## config.mk

```make
export PLATFORM = sky130hd
export DESIGN_NAME = ce_leaky_bucket
export DESIGN_NICKNAME = d
export VERILOG_FILES = /design/src/rtl/ce_leak_pkg.sv /design/src/rtl/ce_leak_datapath.sv /design/src/rtl/ce_leak_control.sv /design/src/rtl/ce_leaky_bucket.sv
export SDC_FILE = /design/constraint.sdc
export NUM_CORES = 1
export LEC_CHECK = 0
export ABC_AREA = 1
export CAP_MARGIN = 20
export CORE_UTILIZATION = 46
export CTS_BUF_LIST = sky130_fd_sc_hd__clkbuf_8
export DETAILED_ROUTE_END_ITERATION = 6
export GPL_TIMING_DRIVEN = 1
export MAX_ROUTING_LAYER = met4
export PLACE_DENSITY_LB_ADDON = 0.2
export REMOVE_ABC_BUFFERS = 1
export SYNTH_ARGS = -nofsm -noshare
export SYNTH_HDL_FRONTEND = slang
export SYNTH_HIERARCHICAL = 1
export SYNTH_SLANG_ARGS = --single-unit
```

## constraint.sdc

```tcl
create_clock -name clk -period 3.3 [get_ports clk]
set_input_delay 0.66 -clock clk [delete_from_list [all_inputs] [get_ports clk]]
set_output_delay 0.66 -clock clk [all_outputs]
set_load 0.1 [all_outputs]
```

## src/rtl/ce_leak_pkg.sv

```systemverilog
package ce_leak_pkg;

  // Control-to-datapath strobes
  typedef struct packed {
    logic timerRun;    // prescaler may count
    logic timerClear;  // whole timer returns to zero
    logic leak;        // one leak pulse for the error counter
  } leak_strobes_t;

endpackage

```

## src/rtl/ce_leak_datapath.sv

```systemverilog
module ce_leak_datapath
  import ce_leak_pkg::*;
#(
  parameter int PRESC_W = 11,
  parameter int UPPER_W = 42,
  parameter int ERR_W   = 4
) (
  input  logic                clk,
  input  logic                rst,
  input  leak_strobes_t       strobes,
  input  logic                errEvent,
  output logic [UPPER_W-1:0]  upperCnt,
  output logic [ERR_W-1:0]    errCount
);

  localparam logic [PRESC_W-1:0] PRESC_LAST = '1;
  localparam logic [ERR_W-1:0]   ERR_MAX    = '1;
  localparam logic [ERR_W-1:0]   ERR_MIN    = '0;

  logic [PRESC_W-1:0] prescCnt;
  logic               prescCarry;
  logic               incReq;
  logic               decReq;

  // Low-order prescaler: its wrap is the only thing that moves the upper part
  assign prescCarry = strobes.timerRun && (prescCnt == PRESC_LAST);

  always_ff @(posedge clk) begin
    if (rst || strobes.timerClear) begin
      prescCnt <= '0;
    end else if (strobes.timerRun) begin
      prescCnt <= prescCnt + 1'b1;
    end
  end

  always_ff @(posedge clk) begin
    if (rst || strobes.timerClear) begin
      upperCnt <= '0;
    end else if (prescCarry) begin
      upperCnt <= upperCnt + 1'b1;
    end
  end

  // Saturating error counter; simultaneous up and down cancel
  assign incReq = errEvent && !strobes.leak;
  assign decReq = strobes.leak && !errEvent;

  always_ff @(posedge clk) begin
    if (rst) begin
      errCount <= '0;
    end else if (incReq && (errCount != ERR_MAX)) begin
      errCount <= errCount + 1'b1;
    end else if (decReq && (errCount != ERR_MIN)) begin
      errCount <= errCount - 1'b1;
    end
  end

endmodule

```

## src/rtl/ce_leak_control.sv

```systemverilog
module ce_leak_control
  import ce_leak_pkg::*;
#(
  parameter int UPPER_W = 42,
  parameter int LIMIT_W = 2
) (
  input  logic                clk,
  input  logic                rst,
  input  logic [UPPER_W-1:0]  threshHi,
  input  logic [UPPER_W-1:0]  threshLo,
  input  logic [LIMIT_W-1:0]  limitCode,
  input  logic [UPPER_W-1:0]  upperCnt,
  output leak_strobes_t       strobes,
  output logic                primaryStrobe
);

  localparam int SEC_W = LIMIT_W + 1;
  localparam logic [SEC_W-1:0] FULL_LIMIT = SEC_W'(1) << LIMIT_W;

  logic [UPPER_W-1:0] hiHit;
  logic [UPPER_W-1:0] loHit;
  logic               leakEnable;
  logic [SEC_W-1:0]   limitDecoded;
  logic [SEC_W-1:0]   secCnt;
  logic [SEC_W-1:0]   secNext;
  logic               leakQ;

  // Per-bit selection of the upper counter by each one-hot field
  for (genvar b = 0; b < UPPER_W; b++) begin : g_bitsel
    assign hiHit[b] = upperCnt[b] & threshHi[b];
    assign loHit[b] = upperCnt[b] & threshLo[b];
  end

  assign leakEnable    = (|threshHi) & (|threshLo);
  assign primaryStrobe = leakEnable & (|hiHit) & (|loHit);

  // Code zero stands for the largest group size
  assign limitDecoded = (limitCode == '0) ? FULL_LIMIT : SEC_W'(limitCode);
  assign secNext      = secCnt + 1'b1;

  always_ff @(posedge clk) begin
    if (rst) begin
      secCnt <= '0;
      leakQ  <= 1'b0;
    end else begin
      leakQ <= 1'b0;
      if (!leakEnable) begin
        secCnt <= '0;
      end else if (primaryStrobe) begin
        if (secNext >= limitDecoded) begin
          secCnt <= '0;
          leakQ  <= 1'b1;
        end else begin
          secCnt <= secNext;
        end
      end
    end
  end

  assign strobes.timerRun   = leakEnable;
  assign strobes.timerClear = primaryStrobe | ~leakEnable;
  assign strobes.leak       = leakQ;

endmodule

```

## src/rtl/ce_leaky_bucket.sv

```systemverilog
module ce_leaky_bucket
  import ce_leak_pkg::*;
#(
  parameter int PRESC_W = 11,
  parameter int UPPER_W = 42,
  parameter int LIMIT_W = 2,
  parameter int ERR_W   = 4
) (
  input  logic                           clk,
  input  logic                           rst,
  input  logic [UPPER_W-1:0]             threshHi,
  input  logic [UPPER_W-1:0]             threshLo,
  input  logic [LIMIT_W-1:0]             limitCode,
  input  logic                           errEvent,
  output logic                           leakPulse,
  output logic [ERR_W-1:0]               errCount,
  output logic [UPPER_W/2-1:0]           upperLo,
  output logic [UPPER_W-UPPER_W/2-1:0]   upperHi
);

  localparam int HALF_LO = UPPER_W / 2;

  leak_strobes_t      strobes;
  logic               primaryStrobe;
  logic [UPPER_W-1:0] upperCnt;

  ce_leak_control #(
    .UPPER_W (UPPER_W),
    .LIMIT_W (LIMIT_W)
  ) u_ctrl (
    .clk           (clk),
    .rst           (rst),
    .threshHi      (threshHi),
    .threshLo      (threshLo),
    .limitCode     (limitCode),
    .upperCnt      (upperCnt),
    .strobes       (strobes),
    .primaryStrobe (primaryStrobe)
  );

  ce_leak_datapath #(
    .PRESC_W (PRESC_W),
    .UPPER_W (UPPER_W),
    .ERR_W   (ERR_W)
  ) u_dp (
    .clk      (clk),
    .rst      (rst),
    .strobes  (strobes),
    .errEvent (errEvent),
    .upperCnt (upperCnt),
    .errCount (errCount)
  );

  assign leakPulse = strobes.leak;
  assign upperLo   = upperCnt[HALF_LO-1:0];
  assign upperHi   = upperCnt[UPPER_W-1:HALF_LO];

endmodule

```

**Word level (Yosys, flattened, before mapping)**

Index checks and enable logic that the tools add are counted.

- Muxes and demuxes: 5
- Eq/ne operators: 2
- Bitwise operators: 90
- Add/subtract/negate cells: 5
- Reductions and logical operators: 17
- Order comparisons: 1

Operator list:

| kind | number |
|---|---|
| 42-bit OR reduction | 4 |
| 1-bit AND | 87 |
| 42-bit by 1-bit adder with 42-bit output, second input constant | 1 |
| 11-bit by 1-bit adder with 11-bit output, second input constant | 1 |
| 11-bit equality test, second input constant | 1 |
| 4-bit two-way mux | 2 |
| 3-bit two-way mux | 2 |
| 1-bit logical AND | 5 |
| 4-bit by 1-bit adder with 4-bit output, second input constant | 1 |
| 4-bit inequality test, second input constant | 1 |
| 4-bit nonzero test | 1 |
| 4-bit by 1-bit subtractor with 4-bit output, second input constant | 1 |
| 3-bit by 1-bit adder with 3-bit output, second input constant | 1 |
| 3-bit >= comparator | 1 |
| 3-bit OR reduction | 1 |
| 1-bit logical NOT | 2 |
| 2-bit logical NOT | 1 |
| 1-bit NOT | 2 |
| 2-bit nonzero test | 1 |
| 2-bit OR reduction | 1 |
| 1-bit logical OR | 1 |
| 1-bit two-way mux | 1 |
| 1-bit OR | 1 |

- Input port bits: 89
- Logic and storage cells: 125
- Output and inout bits: 47
- Bits in registers: 61

**Depth between registers and ports, before layout**

Gate-level depths: netlist of the first run.

- Depth in word-level cells: 6
- Depth in mapped cells: 18
- Depth with buffers taken out: 17

**By module**

The synthesis of the first run kept the hierarchy.

By module, submodules not included:

| module | sequential area each (µm²) | cells each | area each (µm²) | times used |
|---|---|---|---|---|
| ce_leak_datapath | 1141.1 | 525 | 3299.4 | 1 |
| ce_leak_control | 80.1 | 289 | 1252.5 | 1 |

**Least setup slack after synthesis of the first run**

OpenSTA, ideal clock, no wires.

- Path type: register to register
- Start point: register u_dp.upperCnt[31]
- End point: register u_dp.upperCnt[2]
- Setup slack: 0.874 ns
- Stages on the path, launching flop included: 13
- Library setup time: 0.079 ns
- Clock period less this slack: 2.426 ns
- Arrival time: 2.347 ns
- Data required time: 3.221 ns
- Path buffers: 1
- Cell sequence: dfxtp_1 > nand2_1 > nand2_1 > nor2_1 > nand2_1 > nor2_1 > nand3_1 > nand3_4 > nand2_1 > nor2_2 > clkinv_1 > clkbuf_1 > nor3_1

RTL lines:

| what | line | source |
|---|---|---|
| from (decl) | ce_leak_datapath.sv:12 | `output logic [UPPER_W-1:0] upperCnt,` |
| from (signal assigned) | ce_leak_datapath.sv:40 | `upperCnt <= upperCnt + 1'b1;` |

==> results of run 1 <==
power by group:
group	switching (uW)	leakage (uW)	internal (uW)
combinational	122	0.00219	130
clock	310	0.000112	385
sequential	10.5	0.000493	744
total	443	0.00280	1260
worst max path at each step:
stage / depth (start not counted) / endpoint / slack, ps
floorplan: 11 / u_dp/upperCnt[4] / 270
detailed placement: 15 / u_dp/prescCnt[5] / 330
CTS: 15 / u_dp/prescCnt[5] / 670
finish: 15 / u_dp/upperCnt[9] / 640
global route: 15 / u_dp/upperCnt[9] / 440
global placement: 17 / u_dp/upperCnt[37] / 390
synth_stat cells:
| cell | n |
|---|---|
| sky130_fd_sc_hd__clkbuf_1 | 4 |
| sky130_fd_sc_hd__a21oi_1 | 29 |
| sky130_fd_sc_hd__a211oi_1 | 3 |
| sky130_fd_sc_hd__inv_1 | 84 |
| sky130_fd_sc_hd__nand2_4 | 2 |
| sky130_fd_sc_hd__nor3b_1 | 2 |
| sky130_fd_sc_hd__nand3_4 | 1 |
| sky130_fd_sc_hd__buf_1 | 1 |
| sky130_fd_sc_hd__or2_2 | 2 |
| sky130_fd_sc_hd__buf_4 | 2 |
| sky130_fd_sc_hd__buf_6 | 3 |
| sky130_fd_sc_hd__nor3_1 | 11 |
| sky130_fd_sc_hd__or2_1 | 2 |
| sky130_fd_sc_hd__and3_1 | 1 |
| sky130_fd_sc_hd__dfxtp_1 | 61 |
| sky130_fd_sc_hd__nand3_1 | 51 |
| sky130_fd_sc_hd__inv_2 | 2 |
| sky130_fd_sc_hd__and2_1 | 2 |
| sky130_fd_sc_hd__nand2_1 | 290 |
| sky130_fd_sc_hd__nor2_1 | 187 |
| sky130_fd_sc_hd__fa_1 | 1 |
| sky130_fd_sc_hd__nor3b_2 | 1 |
| sky130_fd_sc_hd__o21ai_0 | 20 |
| sky130_fd_sc_hd__o21ai_1 | 1 |
| sky130_fd_sc_hd__ha_1 | 8 |
| sky130_fd_sc_hd__nand2_2 | 2 |
| sky130_fd_sc_hd__nor4_1 | 1 |
| sky130_fd_sc_hd__nor2_2 | 8 |
| sky130_fd_sc_hd__nand4_1 | 17 |
| sky130_fd_sc_hd__nand3_2 | 2 |
| sky130_fd_sc_hd__xnor2_1 | 3 |
| sky130_fd_sc_hd__nand3b_1 | 1 |
| sky130_fd_sc_hd__xor2_1 | 1 |
| sky130_fd_sc_hd__nor2_8 | 2 |
| sky130_fd_sc_hd__nor2_4 | 4 |
| sky130_fd_sc_hd__clkinv_1 | 1 |
| sky130_fd_sc_hd__a21oi_2 | 1 |
per-stage QoR:
stage	total power [uW]	util [%]	area [sq um]
4_1_cts	1710	65.2	6130
2_1_floorplan	868	-	4480
3_5_place_dp	1020	63.0	5930
3_3_place_gp	1020	63.0	5930
5_1_grt	1760	65.2	6130
6_report	1700	65.2	6130
sequential cells by signal, indices dropped and copies added, names as in the netlist:
| register | flops |
|---|---|
| u_dp/upperCnt | 42 |
| u_dp/prescCnt | 11 |
| u_ctrl/secCnt | 3 |
| u_ctrl/leakQ | 1 |
| u_dp/errCount | 4 |
placed cells by master (no fill, tap or decap), types with 2 or more instances in the layout:
master and count:
sky130_fd_sc_hd__a211oi_1 3, sky130_fd_sc_hd__a21oi_1 29, sky130_fd_sc_hd__and2_1 2, sky130_fd_sc_hd__buf_4 54
sky130_fd_sc_hd__clkbuf_8 11, sky130_fd_sc_hd__clkdlybuf4s50_1 88, sky130_fd_sc_hd__dfxtp_1 61, sky130_fd_sc_hd__ha_1 8
sky130_fd_sc_hd__inv_1 86, sky130_fd_sc_hd__inv_2 2, sky130_fd_sc_hd__nand2_1 290, sky130_fd_sc_hd__nand2_2 2
sky130_fd_sc_hd__nand2_4 2, sky130_fd_sc_hd__nand3_1 51, sky130_fd_sc_hd__nand3_2 2, sky130_fd_sc_hd__nand4_1 17
sky130_fd_sc_hd__nor2_1 187, sky130_fd_sc_hd__nor2_2 8, sky130_fd_sc_hd__nor2_4 4, sky130_fd_sc_hd__nor2_8 2
sky130_fd_sc_hd__nor3_1 11, sky130_fd_sc_hd__nor3b_1 2, sky130_fd_sc_hd__o21ai_0 20, sky130_fd_sc_hd__or2_1 2
sky130_fd_sc_hd__or2_2 2, sky130_fd_sc_hd__xnor2_1 3
logic make-up after synthesis:
kind of cell,count (synthesis)
AND/OR/NAND/NOR,589
buffers and inverters,97
flip-flops,61
AO/OA/AOI/OAI,54
adder cells (fa/ha/maj),9
XOR/XNOR,4
worst reg2reg max path, cell delays in order (launching register included):
cell                      delay (ps)
sky130_fd_sc_hd__dfxtp_1         430
sky130_fd_sc_hd__nand2_1         200
sky130_fd_sc_hd__nand2_1          70
sky130_fd_sc_hd__nor2_1          170
sky130_fd_sc_hd__nand2_1          90
sky130_fd_sc_hd__nor2_1          110
sky130_fd_sc_hd__nand3_1         180
sky130_fd_sc_hd__nand3_4         160
sky130_fd_sc_hd__nand2_1          80
sky130_fd_sc_hd__nor2_2          130
sky130_fd_sc_hd__buf_4           330
sky130_fd_sc_hd__o21ai_0         150
sky130_fd_sc_hd__a21oi_1         120
per-layer routing:
metal  track usage, %  wire length, um  vias up
met5                -                0        -
met4             13.4              451        0
met3             5.66             2070       38
met2             52.7             7140      361
met1             43.8             6880     2510
li1                 -                -     2829
final cells by class:
class	count	area share, %
inverters	87	5.32
repair buffers	142	21.0
clock buffers	11	2.47
clock inverters	5	0.836
flip-flops and latches	61	19.9
multi-input cells	656	47.9
well taps	129	2.63
==> metrics.log, run 1 <==
[metrics] Initial Util: 48.3%
[metrics] time the final worst path needs with I/O delays and setup: 2660 ps
[metrics] die boundary width: 101 um
[metrics] first element of the critical path: threshLo[15]
[metrics] Least-Margin Pin Slew: 478 ps
[metrics] hold-critical path depth: 2
[metrics] accumulated negative setup slack: 0 ps
[metrics] CTS-repair resized insts: 0
[metrics] Peak VDD IR: 0.165 mV
[metrics] ordered list of cells on the worst path: clkdlybuf4s50_1 -> nor2_1 -> and2_1 -> nand2_1 -> nor2_1 -> nand3_1 -> nand2_2 -> inv_2 -> buf_4 -> nand3_4 -> nand2_1 -> nor2_2 -> buf_4 -> o21ai_0 -> a21oi_1
[metrics] maximum number of pins on one net before global-route repair: 28
[metrics] share of cell area taken by muxes after synthesis: 0%
[metrics] worst min-delay path endpoint: u_dp/prescCnt[9]
[metrics] post-route non-filler standard cell count: 1091
[metrics] iteration count of the initial detailed-routing pass: 6
[metrics] share of the synthesized area in compound gates (AO/OA/AOI/OAI): 6.18%
[metrics] total length of routed wires: 16500 um
[metrics] pre-CTS worst setup slack: 331 ps
[metrics] Setup crit start kind: input port
[metrics] power density over the cells: 277 nW/um^2
[metrics] wire length of the first global-routing pass: 25400 um
[metrics] number of global-route vias before repair: 5035
[metrics] Layout Skew: 7.88 ps
[metrics] CP max stage delay: 430 ps
[metrics] Setup-failing EPs final: 0
[metrics] DRT iter0 DRCs: 523
[metrics] share of the synthesized netlist area taken by xor and xnor gates: 0.770%
[metrics] worst min-delay path class: reg -> reg
[metrics] r2r worst-path depth: 12
[metrics] cell area after synthesis: 4550 sq um
[metrics] main combinational cell family by area after synthesis: simple AND/OR/NAND/NOR gates
[metrics] final-layout fill cell count: 917
[metrics] max-cap violation count: 0
[metrics] Rel. slew slack: 68.0%
[metrics] static power due to leakage: 0.00280 uW
[metrics] count of H-tree levels built during CTS: 3
[metrics] remaining antenna violation count after routing: 0
[metrics] TritonCTS clock tree: built
[metrics] cell accounting for the most synthesized area: sky130_fd_sc_hd__dfxtp_1
[metrics] # port buffers: 135
[metrics] final worst path period share: 80.5%
[metrics] worst hold margin: 481 ps
[metrics] number of endpoints with negative hold slack in the final report: 0
[metrics] post-DR wirelength/cell: 15.2 um
[metrics] flip-flop and latch count after synthesis: 61
[metrics] setup bufs post-CTS: 0
[metrics] footprint of the multi-input gates: 2940 sq um
[metrics] worst setup slack for register-to-register paths: 1020 ps
[metrics] Yosys Warn Count: 6
[metrics] CP top delay family: simple AND/OR/NAND/NOR gates
[metrics] largest cells by area after synthesis: sky130_fd_sc_hd__dfxtp_1, sky130_fd_sc_hd__nand2_1, sky130_fd_sc_hd__nor2_1
[metrics] FF+latch area: 1220 sq um
[metrics] maximum fanout along the worst path: 27
[metrics] remaining global-route overflow: 0
[metrics] top-area cell type share of the netlist area: 26.8%
[metrics] all-layer global routing usage: 33.9%
[metrics] setup slack of the critical path after layout: 642 ps
[metrics] endpoint of the worst-slack reg-to-reg timing path: u_dp/upperCnt[9]
[metrics] clock transition at the registers of the reported paths: 70 ps
[metrics] Req. time, crit path: 3580 ps
[metrics] buffer depth of the longest clock path: 2
[metrics] number of distinct library cell variants in the gate-level netlist after synthesis: 37
[metrics] maximum clock frequency: 0.376 GHz
[metrics] Clock Sink Count: 61
[metrics] die extent in y: 101 um
[metrics] setup repair after global routing missed its margin: false
[metrics] via count normalized by instance count: 5.26
[metrics] routability congestion estimate: 0.979
[metrics] Worst EP arrival: 2930 ps
[metrics] fraction of final layout cells sized beyond drive strength 1: 9.88%
[metrics] count of antenna diodes in the layout: 0
[metrics] post-synthesis simple-gate area fraction: 54.9%
[metrics] placed instance count: 1075
[metrics] initial antenna violation count: 0
[metrics] Worst Min Path Start: u_dp/prescCnt[9]
[metrics] worst-skew pair later-pin latency: 340 ps
[metrics] capturing element type of the critical path: flop
[metrics] final-stage net count: 1055
[metrics] area added between synthesis and finish: 34.8%
[metrics] Core Rows: 35
[metrics] CTS Root Buffer Type: sky130_fd_sc_hd__clkbuf_8
[metrics] final max-slew violation count: 0
[metrics] average cell area after synthesis: 5.59 sq um
[metrics] overall die area: 10300 sq um
[metrics] type of the worst setup path: in -> reg
[metrics] Seq/Total Area, Yosys: 26.8%
[metrics] critical register-to-register path startpoint: u_dp/upperCnt[35]
[metrics] number of buffers created by CTS: 9
[metrics] HPWL after DPL: 12900 um
[metrics] status: finished, final reports clean
[metrics] remaining routing DRC violations: 0
[metrics] Synth Area in Adders: 2.64%
[metrics] DR vias: 5738
[metrics] Buffers & Inverters on Critical Path: 4
[metrics] core area: 9420 sq um
[metrics] highest-delay cell along the critical path: sky130_fd_sc_hd__clkdlybuf4s50_1
[metrics] hold-fix buffers at CTS: 0
[metrics] post-synthesis cell count: 814
[metrics] Top-Level Pins: 136
Note: power is estimated with default switching activity, not from simulation.
==> run 2: changes to the inputs <==
- CORE_UTILIZATION: 46 -> 45
- clock period: 3.3 -> 2.2 ns (I/O delays scaled with it)
==> run 2 against run 1 <==
Combinational power is 62% higher; register-to-register slack got worse by 760 ps; critical path type unchanged; sequential power increased by 50%; highest routed layer unchanged; largest power group unchanged.
==> metrics.log, run 2 (synthesized netlist as in run 1, its figures left out) <==
[metrics] largest registers: u_dp/upperCnt: 42 flops, u_dp/prescCnt: 11 flops, u_dp/errCount: 4 flops
[metrics] Power Internal: 1840 uW
[metrics] number of gates on the worst path with buffers counted: 16
[metrics] maximum clock frequency: 0.458 GHz
[metrics] count of antenna diodes in the layout: 0
[metrics] Worst EP arrival: 2430 ps
[metrics] remaining routing DRC violations: 0
[metrics] Peak VDD IR: 0.233 mV
[metrics] post-DR wirelength/cell: 15.2 um
[metrics] routability congestion estimate: 1.02
[metrics] Layout Skew: 18.1 ps
[metrics] Net Sw Frac: 28.1%
[metrics] fraction of final layout cells sized beyond drive strength 1: 16.9%
[metrics] Core Rows: 36
[metrics] worst-skew pair later-pin latency: 350 ps
[metrics] hold-critical path depth: 2
[metrics] Initial Util: 46.6%
[metrics] final worst path period share: 99.3%
[metrics] die extent in y: 103 um
[metrics] final-layout fill cell count: 878
[metrics] remaining antenna violation count after routing: 0
[metrics] count of H-tree levels built during CTS: 3
[metrics] # port buffers: 135
[metrics] time the final worst path needs with I/O delays and setup: 2190 ps
[metrics] Setup-failing EPs final: 0
[metrics] part of the power in registers: 44.2%
[metrics] via count normalized by instance count: 5.18
[metrics] number of endpoints with negative hold slack in the final report: 0
[metrics] number of flip-flops in the largest register: 42
[metrics] hold-fix buffers at CTS: 0
[metrics] Rel. slew slack: 72.8%
[metrics] buffer depth of the longest clock path: 2
[metrics] most frequent cells in the layout: sky130_fd_sc_hd__nand2_1, sky130_fd_sc_hd__nor2_1, sky130_fd_sc_hd__buf_4
[metrics] DR vias: 5964
[metrics] Design Area, Final: 6840 sq um
[metrics] die boundary width: 103 um
[metrics] ordered list of cells on the worst path: clkdlybuf4s50_1 -> nor2_1 -> nand3_1 -> nor2_2 -> nand3_2 -> nand2_2 -> inv_4 -> nand2_4 -> nor2_4 -> inv_2 -> nor2_8 -> nand2_4 -> nor2_4 -> nand3_2 -> nand2_1 -> nor2_1
[metrics] Buffers & Inverters on Critical Path: 3
[metrics] placement-stage cell area: 6380 sq um
[metrics] post-route non-filler standard cell count: 1151
[metrics] type of the worst setup path: in -> reg
[metrics] CP max stage delay: 500 ps
[metrics] CTS Root Buffer Type: sky130_fd_sc_hd__clkbuf_8
[metrics] iteration count of the initial detailed-routing pass: 5
[metrics] Clock Sink Count: 61
[metrics] Biggest register: u_dp/upperCnt
[metrics] final max-slew violation count: 0
[metrics] highest-delay cell along the critical path: sky130_fd_sc_hd__clkdlybuf4s50_1
[metrics] clock transition at the registers of the reported paths: 70 ps
[metrics] Req. time, crit path: 2440 ps
[metrics] share of total power in the clock network: 39.8%
[metrics] placed instance count: 1133
[metrics] area added between synthesis and finish: 50.3%
[metrics] maximum number of pins on one net before global-route repair: 17
[metrics] net switching power of the design: 718 uW
[metrics] number of buffers created by CTS: 9
[metrics] total length of routed wires: 17500 um
[metrics] most common cell after layout, fill and taps aside: sky130_fd_sc_hd__nand2_1
[metrics] Top-Level Pins: 136
[metrics] final-stage net count: 1111
[metrics] logic gate share of total power: 16.0%
[metrics] HPWL after DPL: 13900 um
[metrics] maximum fanout along the worst path: 6
[metrics] static power due to leakage: 0.00365 uW
[metrics] worst min-delay path class: reg -> reg
[metrics] wire length of the first global-routing pass: 25800 um
[metrics] status: finished, final reports clean
[metrics] core area: 9770 sq um
[metrics] Setup crit start kind: input port
[metrics] max-cap violation count: 0
[metrics] accumulated negative setup slack: 0 ps
[metrics] overall die area: 10500 sq um
[metrics] r2r worst-path depth: 10
[metrics] number of global-route vias before repair: 5265
[metrics] initial antenna violation count: 0
[metrics] power density over the cells: 374 nW/um^2
[metrics] all-layer global routing usage: 34.0%
[metrics] capturing element type of the critical path: flop
[metrics] remaining global-route overflow: 0
[metrics] Least-Margin Pin Slew: 407 ps
[metrics] DRT iter0 DRCs: 387
[metrics] CP top delay family: simple AND/OR/NAND/NOR gates
[metrics] TritonCTS clock tree: built
==> run 2: path summary, 6_finish.rpt <==
path	startpoint	to	slack, ps
setup / recovery	threshLo[38]	u_dp/upperCnt[41]	10
hold / removal	u_dp/prescCnt[7]	u_dp/prescCnt[7]	480
setup reg to reg	u_dp/upperCnt[13]	u_dp/upperCnt[38]	260
hold reg to reg	u_dp/prescCnt[7]	u_dp/prescCnt[7]	480
==> run 2: routing by layer <==
metal | GRT usage [%] | vias up | share of wire (%)
met4 | 17.5 | 0 | 4.4
li1 | - | 2951 | -
met5 | - | - | 0
met1 | 41.2 | 2623 | 41
met3 | 6.92 | 55 | 10
met2 | 53.3 | 335 | 44
==> run 2: cell type report <==
| class | instances | area, sq um | share of cell area [%] |
|---|---|---|---|
| Tap cell | 133 | 166 | 2.43 |
| Clock buffer | 9 | 124 | 1.81 |
| Clock inverter | 7 | 67.6 | 0.988 |
| Timing Repair Buffer | 198 | 1910 | 27.9 |
| Sequential cell | 61 | 1220 | 17.8 |
| Multi-Input combinational cell | 656 | 3030 | 44.2 |
| Inverter | 87 | 329 | 4.81 |
==> run 2: power by group through the flow <==
stage,logic (uW),registers [uW],clock network (uW)
4_1_cts,415,1130,1020
2_1_floorplan,94.1,1210,0
5_1_grt,439,1130,1070
6_report,408,1130,1020
3_3_place_gp,412,1160,0
3_5_place_dp,414,1160,0
==> run 2: tightest hold or removal path, delay by kind of cell, from the launching register on <==
| family | cells | cell delay [ps] |
|---|---|---|
| flip-flops | 1 | 320 |
| buffers and inverters | 1 | 60 |
| AO/OA/AOI/OAI | 1 | 50 |
==> run 2: timing repair <==
item,CTS,global route
gates cloned,0,0
pin swaps,4,13
gates resized for setup,4,88
setup buffers,1,1
endpoints found under the setup margin,23,53
==> run 2: per-stage QoR <==
| step | hold slack, ps | total power (uW) | utilization [%] | worst slack, ps |
|---|---|---|---|---|
| after floorplan | 452 | 1300 | - | -831 |
| after global placement | 467 | 1570 | 65.3 | -420 |
| after detailed placement | 472 | 1570 | 65.3 | -444 |
| after CTS | 482 | 2570 | 67.4 | -16.4 |
| after global routing | 516 | 2640 | 70.0 | -50.8 |
| final | 482 | 2560 | 70.0 | 14.6 |
